[config.mk]
export PLATFORM = sky130hd
export DESIGN_NAME = line_fetch_unit
export DESIGN_NICKNAME = d
export VERILOG_FILES = /design/src/rtl/lf_pkg.sv /design/src/rtl/lf_predictor.sv /design/src/rtl/lf_ctrl.sv /design/src/rtl/lf_datapath.sv /design/src/rtl/line_fetch_unit.sv
export SDC_FILE = /design/constraint.sdc
export NUM_CORES = 2
export LEC_CHECK = 0
export BUFFER_PORTS_ARGS = -buffer_cell sky130_fd_sc_hd__buf_2
export CAP_MARGIN = 20
export CELL_PAD_IN_SITES_DETAIL_PLACEMENT = 0
export CELL_PAD_IN_SITES_GLOBAL_PLACEMENT = 1
export CORE_AREA = 2 2 470 332
export CTS_CLUSTER_SIZE = 16
export DETAILED_ROUTE_END_ITERATION = 6
export DIE_AREA = 0 0 472 334
export MAX_ROUTING_LAYER = met4
export PLACE_DENSITY_LB_ADDON = 0.25
export SYNTH_ARGS = -nofsm -noshare
export SYNTH_HDL_FRONTEND = slang
export SYNTH_HIERARCHICAL = 1
export SYNTH_SLANG_ARGS = --single-unit
[constraint.sdc]
create_clock -name clk -period 8.7 [get_ports clk]
set_input_delay 0.87 -clock clk [delete_from_list [all_inputs] [get_ports clk]]
set_output_delay 0.87 -clock clk [all_outputs]
set_load 0.005 [all_outputs]
[src/rtl/lf_pkg.sv]
package lf_pkg;
  // Strobes from control to datapath: at most one of restart/accept per cycle.
  typedef struct packed {
    logic doRestart;
    logic doAccept;
    logic doIssue;
  } lfStrobe_t;
endpackage

[src/rtl/lf_predictor.sv]
module lf_predictor #(
  parameter int LINE_W  = 32,
  parameter int ENTRIES = 16
) (
  input  logic              clk,
  input  logic              rstN,
  input  logic [LINE_W-1:0] lookupLine,
  output logic [LINE_W-1:0] succLine,
  input  logic              trainEn,
  input  logic [LINE_W-1:0] trainPrev,
  input  logic [LINE_W-1:0] trainNew
);
  localparam int IDX_W = $clog2(ENTRIES);
  localparam int TAG_W = LINE_W - IDX_W;

  logic              validQ  [ENTRIES];
  logic [TAG_W-1:0]  tagQ    [ENTRIES];
  logic [LINE_W-1:0] targetQ [ENTRIES];

  logic [IDX_W-1:0] lookIdx, trainIdx;
  logic [TAG_W-1:0] lookTag, trainTag;
  logic             lookHit, trainSeq, trainOwn;

  assign lookIdx  = lookupLine[IDX_W-1:0];
  assign lookTag  = lookupLine[LINE_W-1:IDX_W];
  assign lookHit  = validQ[lookIdx] && (tagQ[lookIdx] == lookTag);
  assign succLine = lookHit ? targetQ[lookIdx] : lookupLine + LINE_W'(1);

  assign trainIdx = trainPrev[IDX_W-1:0];
  assign trainTag = trainPrev[LINE_W-1:IDX_W];
  assign trainSeq = (trainNew == trainPrev) || (trainNew == trainPrev + LINE_W'(1));
  assign trainOwn = validQ[trainIdx] && (tagQ[trainIdx] == trainTag);

  always_ff @(posedge clk) begin
    if (!rstN) begin
      for (int i = 0; i < ENTRIES; i++) validQ[i] <= 1'b0;
    end else if (trainEn) begin
      if (!trainSeq)     validQ[trainIdx] <= 1'b1;
      else if (trainOwn) validQ[trainIdx] <= 1'b0;
    end
  end

  always_ff @(posedge clk) begin
    if (trainEn && !trainSeq) begin
      tagQ[trainIdx]    <= trainTag;
      targetQ[trainIdx] <= trainNew;
    end
  end

  // a non-sequential redirect leaves a valid entry at its index
  a_r7_store_link: assert property (@(posedge clk) disable iff (!rstN)
    (trainEn && !trainSeq) |=> validQ[$past(trainIdx)]);

  // a sequential redirect leaves no entry owned by the previous line
  a_r8_erase_link: assert property (@(posedge clk) disable iff (!rstN)
    (trainEn && trainSeq) |=>
      !(validQ[$past(trainIdx)] && tagQ[$past(trainIdx)] == $past(trainTag)));
endmodule

[src/rtl/lf_ctrl.sv]
module lf_ctrl
  import lf_pkg::*;
(
  input  logic      clk,
  input  logic      rstN,
  input  logic      restartValid,
  input  logic      rspValid,
  input  logic      lineMatch,
  input  logic      cmdReady,
  output logic      cmdValid,
  output lfStrobe_t strb
);
  logic pendingQ;

  assign cmdValid       = !pendingQ && !restartValid;
  assign strb.doRestart = restartValid;
  assign strb.doAccept  = rspValid && pendingQ && lineMatch && !restartValid;
  assign strb.doIssue   = cmdValid && cmdReady;

  always_ff @(posedge clk) begin
    if (!rstN)                             pendingQ <= 1'b0;
    else if (strb.doRestart || strb.doAccept) pendingQ <= 1'b0;
    else if (strb.doIssue)                 pendingQ <= 1'b1;
  end

  // an issued read blocks a second command in the following cycle
  a_r2_one_outstanding: assert property (@(posedge clk) disable iff (!rstN)
    (cmdValid && cmdReady) |=> !cmdValid);

  // restart and acceptance never coincide
  a_r9_exclusive: assert property (@(posedge clk) disable iff (!rstN)
    restartValid |-> !strb.doAccept);
endmodule

[src/rtl/lf_datapath.sv]
module lf_datapath
  import lf_pkg::*;
#(
  parameter int LINE_W = 32,
  parameter int DATA_W = 128,
  parameter int GEN_W  = 4
) (
  input  logic              clk,
  input  logic              rstN,
  input  lfStrobe_t         strb,
  input  logic [GEN_W-1:0]  restartGen,
  input  logic [LINE_W-1:0] restartNewLine,
  input  logic [LINE_W-1:0] rspLine,
  input  logic [DATA_W-1:0] rspData,
  input  logic [LINE_W-1:0] succLine,
  output logic              lineMatch,
  output logic [LINE_W-1:0] nextLine,
  output logic              bundleValid,
  output logic [LINE_W-1:0] bundleLine,
  output logic [LINE_W-1:0] bundleNextLine,
  output logic [GEN_W-1:0]  bundleGen,
  output logic [DATA_W-1:0] bundleData
);
  logic [LINE_W-1:0] nextLineQ;
  logic [GEN_W-1:0]  genQ;

  assign nextLine  = nextLineQ;
  assign lineMatch = (rspLine == nextLineQ);

  always_ff @(posedge clk) begin
    if (!rstN) begin
      nextLineQ <= '0;
      genQ      <= '0;
    end else if (strb.doRestart) begin
      nextLineQ <= restartNewLine;
      genQ      <= restartGen;
    end else if (strb.doAccept) begin
      nextLineQ <= succLine;
    end
  end

  always_ff @(posedge clk) begin
    if (!rstN) begin
      bundleValid    <= 1'b0;
      bundleLine     <= '0;
      bundleNextLine <= '0;
      bundleGen      <= '0;
      bundleData     <= '0;
    end else begin
      bundleValid <= strb.doAccept;
      if (strb.doAccept) begin
        bundleLine     <= nextLineQ;
        bundleNextLine <= succLine;
        bundleGen      <= genQ;
        bundleData     <= rspData;
      end
    end
  end

  // a restart cycle is never followed by a bundle
  a_r9_restart_wins: assert property (@(posedge clk) disable iff (!rstN)
    strb.doRestart |=> !bundleValid);

  // a bundle names the line that was expected when it was accepted
  a_r3_bundle_line: assert property (@(posedge clk) disable iff (!rstN)
    bundleValid |-> (bundleLine == $past(nextLineQ)));

  // after a bundle the fetch address is the advertised successor
  a_r4_follow_succ: assert property (@(posedge clk) disable iff (!rstN)
    bundleValid |-> (nextLineQ == bundleNextLine));
endmodule

[src/rtl/line_fetch_unit.sv]
module line_fetch_unit
  import lf_pkg::*;
#(
  parameter int LINE_W      = 32,
  parameter int LINE_BYTES  = 16,
  parameter int GEN_W       = 4,
  parameter int TBL_ENTRIES = 16,
  localparam int DATA_W     = LINE_BYTES * 8
) (
  input  logic              clk,
  input  logic              rstN,
  input  logic              restartValid,
  input  logic [GEN_W-1:0]  restartGen,
  input  logic [LINE_W-1:0] restartPrevLine,
  input  logic [LINE_W-1:0] restartNewLine,
  input  logic              cmdReady,
  output logic              cmdValid,
  output logic [LINE_W-1:0] cmdLine,
  input  logic              rspValid,
  input  logic [LINE_W-1:0] rspLine,
  input  logic [DATA_W-1:0] rspData,
  output logic              bundleValid,
  output logic [LINE_W-1:0] bundleLine,
  output logic [LINE_W-1:0] bundleNextLine,
  output logic [GEN_W-1:0]  bundleGen,
  output logic [DATA_W-1:0] bundleData
);
  lfStrobe_t         strb;
  logic              lineMatch;
  logic [LINE_W-1:0] nextLine, succLine;

  assign cmdLine = nextLine;

  lf_ctrl u_ctrl (
    .clk, .rstN, .restartValid, .rspValid, .lineMatch, .cmdReady,
    .cmdValid, .strb
  );

  lf_datapath #(.LINE_W(LINE_W), .DATA_W(DATA_W), .GEN_W(GEN_W)) u_dp (
    .clk, .rstN, .strb, .restartGen, .restartNewLine, .rspLine, .rspData,
    .succLine, .lineMatch, .nextLine, .bundleValid, .bundleLine,
    .bundleNextLine, .bundleGen, .bundleData
  );

  lf_predictor #(.LINE_W(LINE_W), .ENTRIES(TBL_ENTRIES)) u_pred (
    .clk, .rstN, .lookupLine(nextLine), .succLine,
    .trainEn(restartValid), .trainPrev(restartPrevLine), .trainNew(restartNewLine)
  );
endmodule

==> impl_results.md <==
* Hold_ws at 0.379 ns
* All-Layer GR Usage at 22.1%
* Final RePlAce weighted congestion at 0.909
* Post-route ant nets at 0
* Vias/cell at 5.48
* Number of port buffers at 462
* Antenna violations before repair at 24
* Skew-Pair Late Insertion Delay at 0.78 ns
* CTS tree: done
* Slew Limit Fails at 0
* Critical path fanouts, max at 42
* Fin Setup TNS at 0 ns
* FP Rows at 121
* Layout area overhead at 16.4%
* Reg2Reg Setup Slack at 3.51 ns
* Post-cts sizing count at 0
* Placed Cells at 5433
* Worst EP required at 9.07 ns
* Via count at 31100
* Finished Layout Cells at 5678
* Wirelength per Cell at 30.3 um
* Slowest cell on the critical path: nor2_4
* Die H at 334 um
* CTS clk-pin slew, worst paths at 0.06 ns
* Mapped Avg Cell Area at 17.5 um2
* RSZ-0062 raised after global routing: false
* Max VDD drop at 0.000164 V
* # IOs at 463
* Initial Util at 34.6%
* Most common cell after layout, fill and taps aside: edfxtp_1
* Setup Viol. Count Final at 0
* Share of cells above drive strength 1 at 33.3%
* Syn Nets at 3285
* Final net count at 3764
* Clk_skew at 0.0482 ns
* CTS root buf: clkbuf_16
* Mapped Cells at 3047
* Max cap viols at 0
* Worst Path Arrival at 5.95 ns
* Worst relative slew slack at 27.8%
* Clock buffer count from CTS at 120
* Final wirelength at 172000 um
* Wire length of the first global-routing pass at 240000 um
* Die W at 472 um
* Netlist Area Pre-Place at 0.0533 mm2
* FMAX at 179 MHz
* Hold Buf Count CTS at 0
* Synth warn at 6
* Worst Tran Pin Value at 1.08 ns
* P_leak at 0.0203 uW
* Critical path class: input pin to flip-flop
* Clock Sinks at 1210
* Delay-heaviest family, CP: simple AND/OR/NAND/NOR gates
* DR DRC count at 0
* Total power at 12800 uW
* Final Hold Fails at 0
* Initial DRC Count at 3089
* Commonest cells after routing, fill and taps aside: edfxtp_1 (960), buf_2 (458), mux4_2 (402), mux2i_1 (304), dfxtp_1 (246)
* Post-CTS setup buffer count at 0
* Max Buffers Root-to-Sink at 3
* Min-Delay Path Class: input pin to flip-flop
* Vias in the first global route at 30400
* Period minus WS final at 5.59 ns
* CP peak stage delay at 0.82 ns
* Largest net degree at the start of global routing at 111
* Gr ovfl total at 0
* Total power per unit cell area at 206 mW/mm2
* Nature of the critical path startpoint: input pin
* Die area at 0.158 mm2
* Detailed placement HPWL at 113000 um
* TritonRoute pass-1 iters at 5
* Status: finished, final reports clean
* Fin crit share at 64.2%
* Worst-path cell chain: clkbuf_8, ha_1, nand4_1, nor4_1, or3b_2, nand4_1, o41ai_4, buf_4, or2_2, nor2_4, buf_4
* Buffers & Inverters on Critical Path at 3
* CP endpoint kind: flip-flop
* Core area at 0.154 mm2
* H-tree levels at 3
==> worst register-to-register path, stage by stage (launching register included) <==
cell and delay [ns]:
dfxtp_4 0.71, buf_12 0.45, buf_4 0.53, xor2_1 0.13, nor4_1 0.27, nand4_1 0.18, nor2_1 0.51, and4b_4 1.02
buf_12 0.54, mux2i_1 0.66, nor2b_1 0.07
==> state kept, by name, indices dropped and copies added (netlist names), 4 cells and up <==
name                 count
u_pred/tagQ            448
u_pred/targetQ         512
u_dp/bundleLine         32
u_dp/genQ                4
u_dp/nextLine           32
u_dp/bundleData        128
u_dp/bundleNextLine     32
u_pred/validQ           16
u_dp/bundleGen           4
==> power by group <==
group          internal, uW  switching, uW  total [uW]
Combinational           463            700        1160
Clock                  2890           2330        5220
Sequential             6340           64.0        6410
==> layer usage <==
layer	wire length, um	vias up	share of wire, %	track usage (%)
li1	-	13200	-	-
met1	77500	16400	45	30.9
met2	76800	1353	45	32.4
met3	13800	189	8.0	5.29
met4	4020	0	2.3	5.33
met5	0	-	0	-
==> worst paths after layout <==
path	startpoint	cells after the start	endpoint
hold / removal	rspData[100]	3	u_dp/bundleData[100]
setup reg to reg	u_dp/nextLine[1]	10	u_dp/bundleData[64]
hold reg to reg	u_dp/bundleData[49]	2	u_dp/bundleData[49]
setup / recovery	restartPrevLine[1]	11	u_pred/targetQ[9][9]
==> metrics by stage <==
step,worst slack [ns],util [%],cell area (um2)
6_report,3.11,40.3,62000
5_1_grt,2.94,40.3,62000
4_1_cts,3.29,40.3,62000
3_5_place_dp,2.48,37.7,58000
3_3_place_gp,2.50,37.7,58000
2_1_floorplan,1.07,-,53300
==> layout make-up <==
cell class	count	area, um2
fill	14000	91800
sequential	1210	33800
multi-input combinational	1605	18300
clock buffer	169	3400
timing repair buffer	565	3270
tap	2029	2540
clock inverter	59	541
inverter	24	90.1
antenna	17	42.5
No activity file was read; power rests on OpenSTA's default activity.
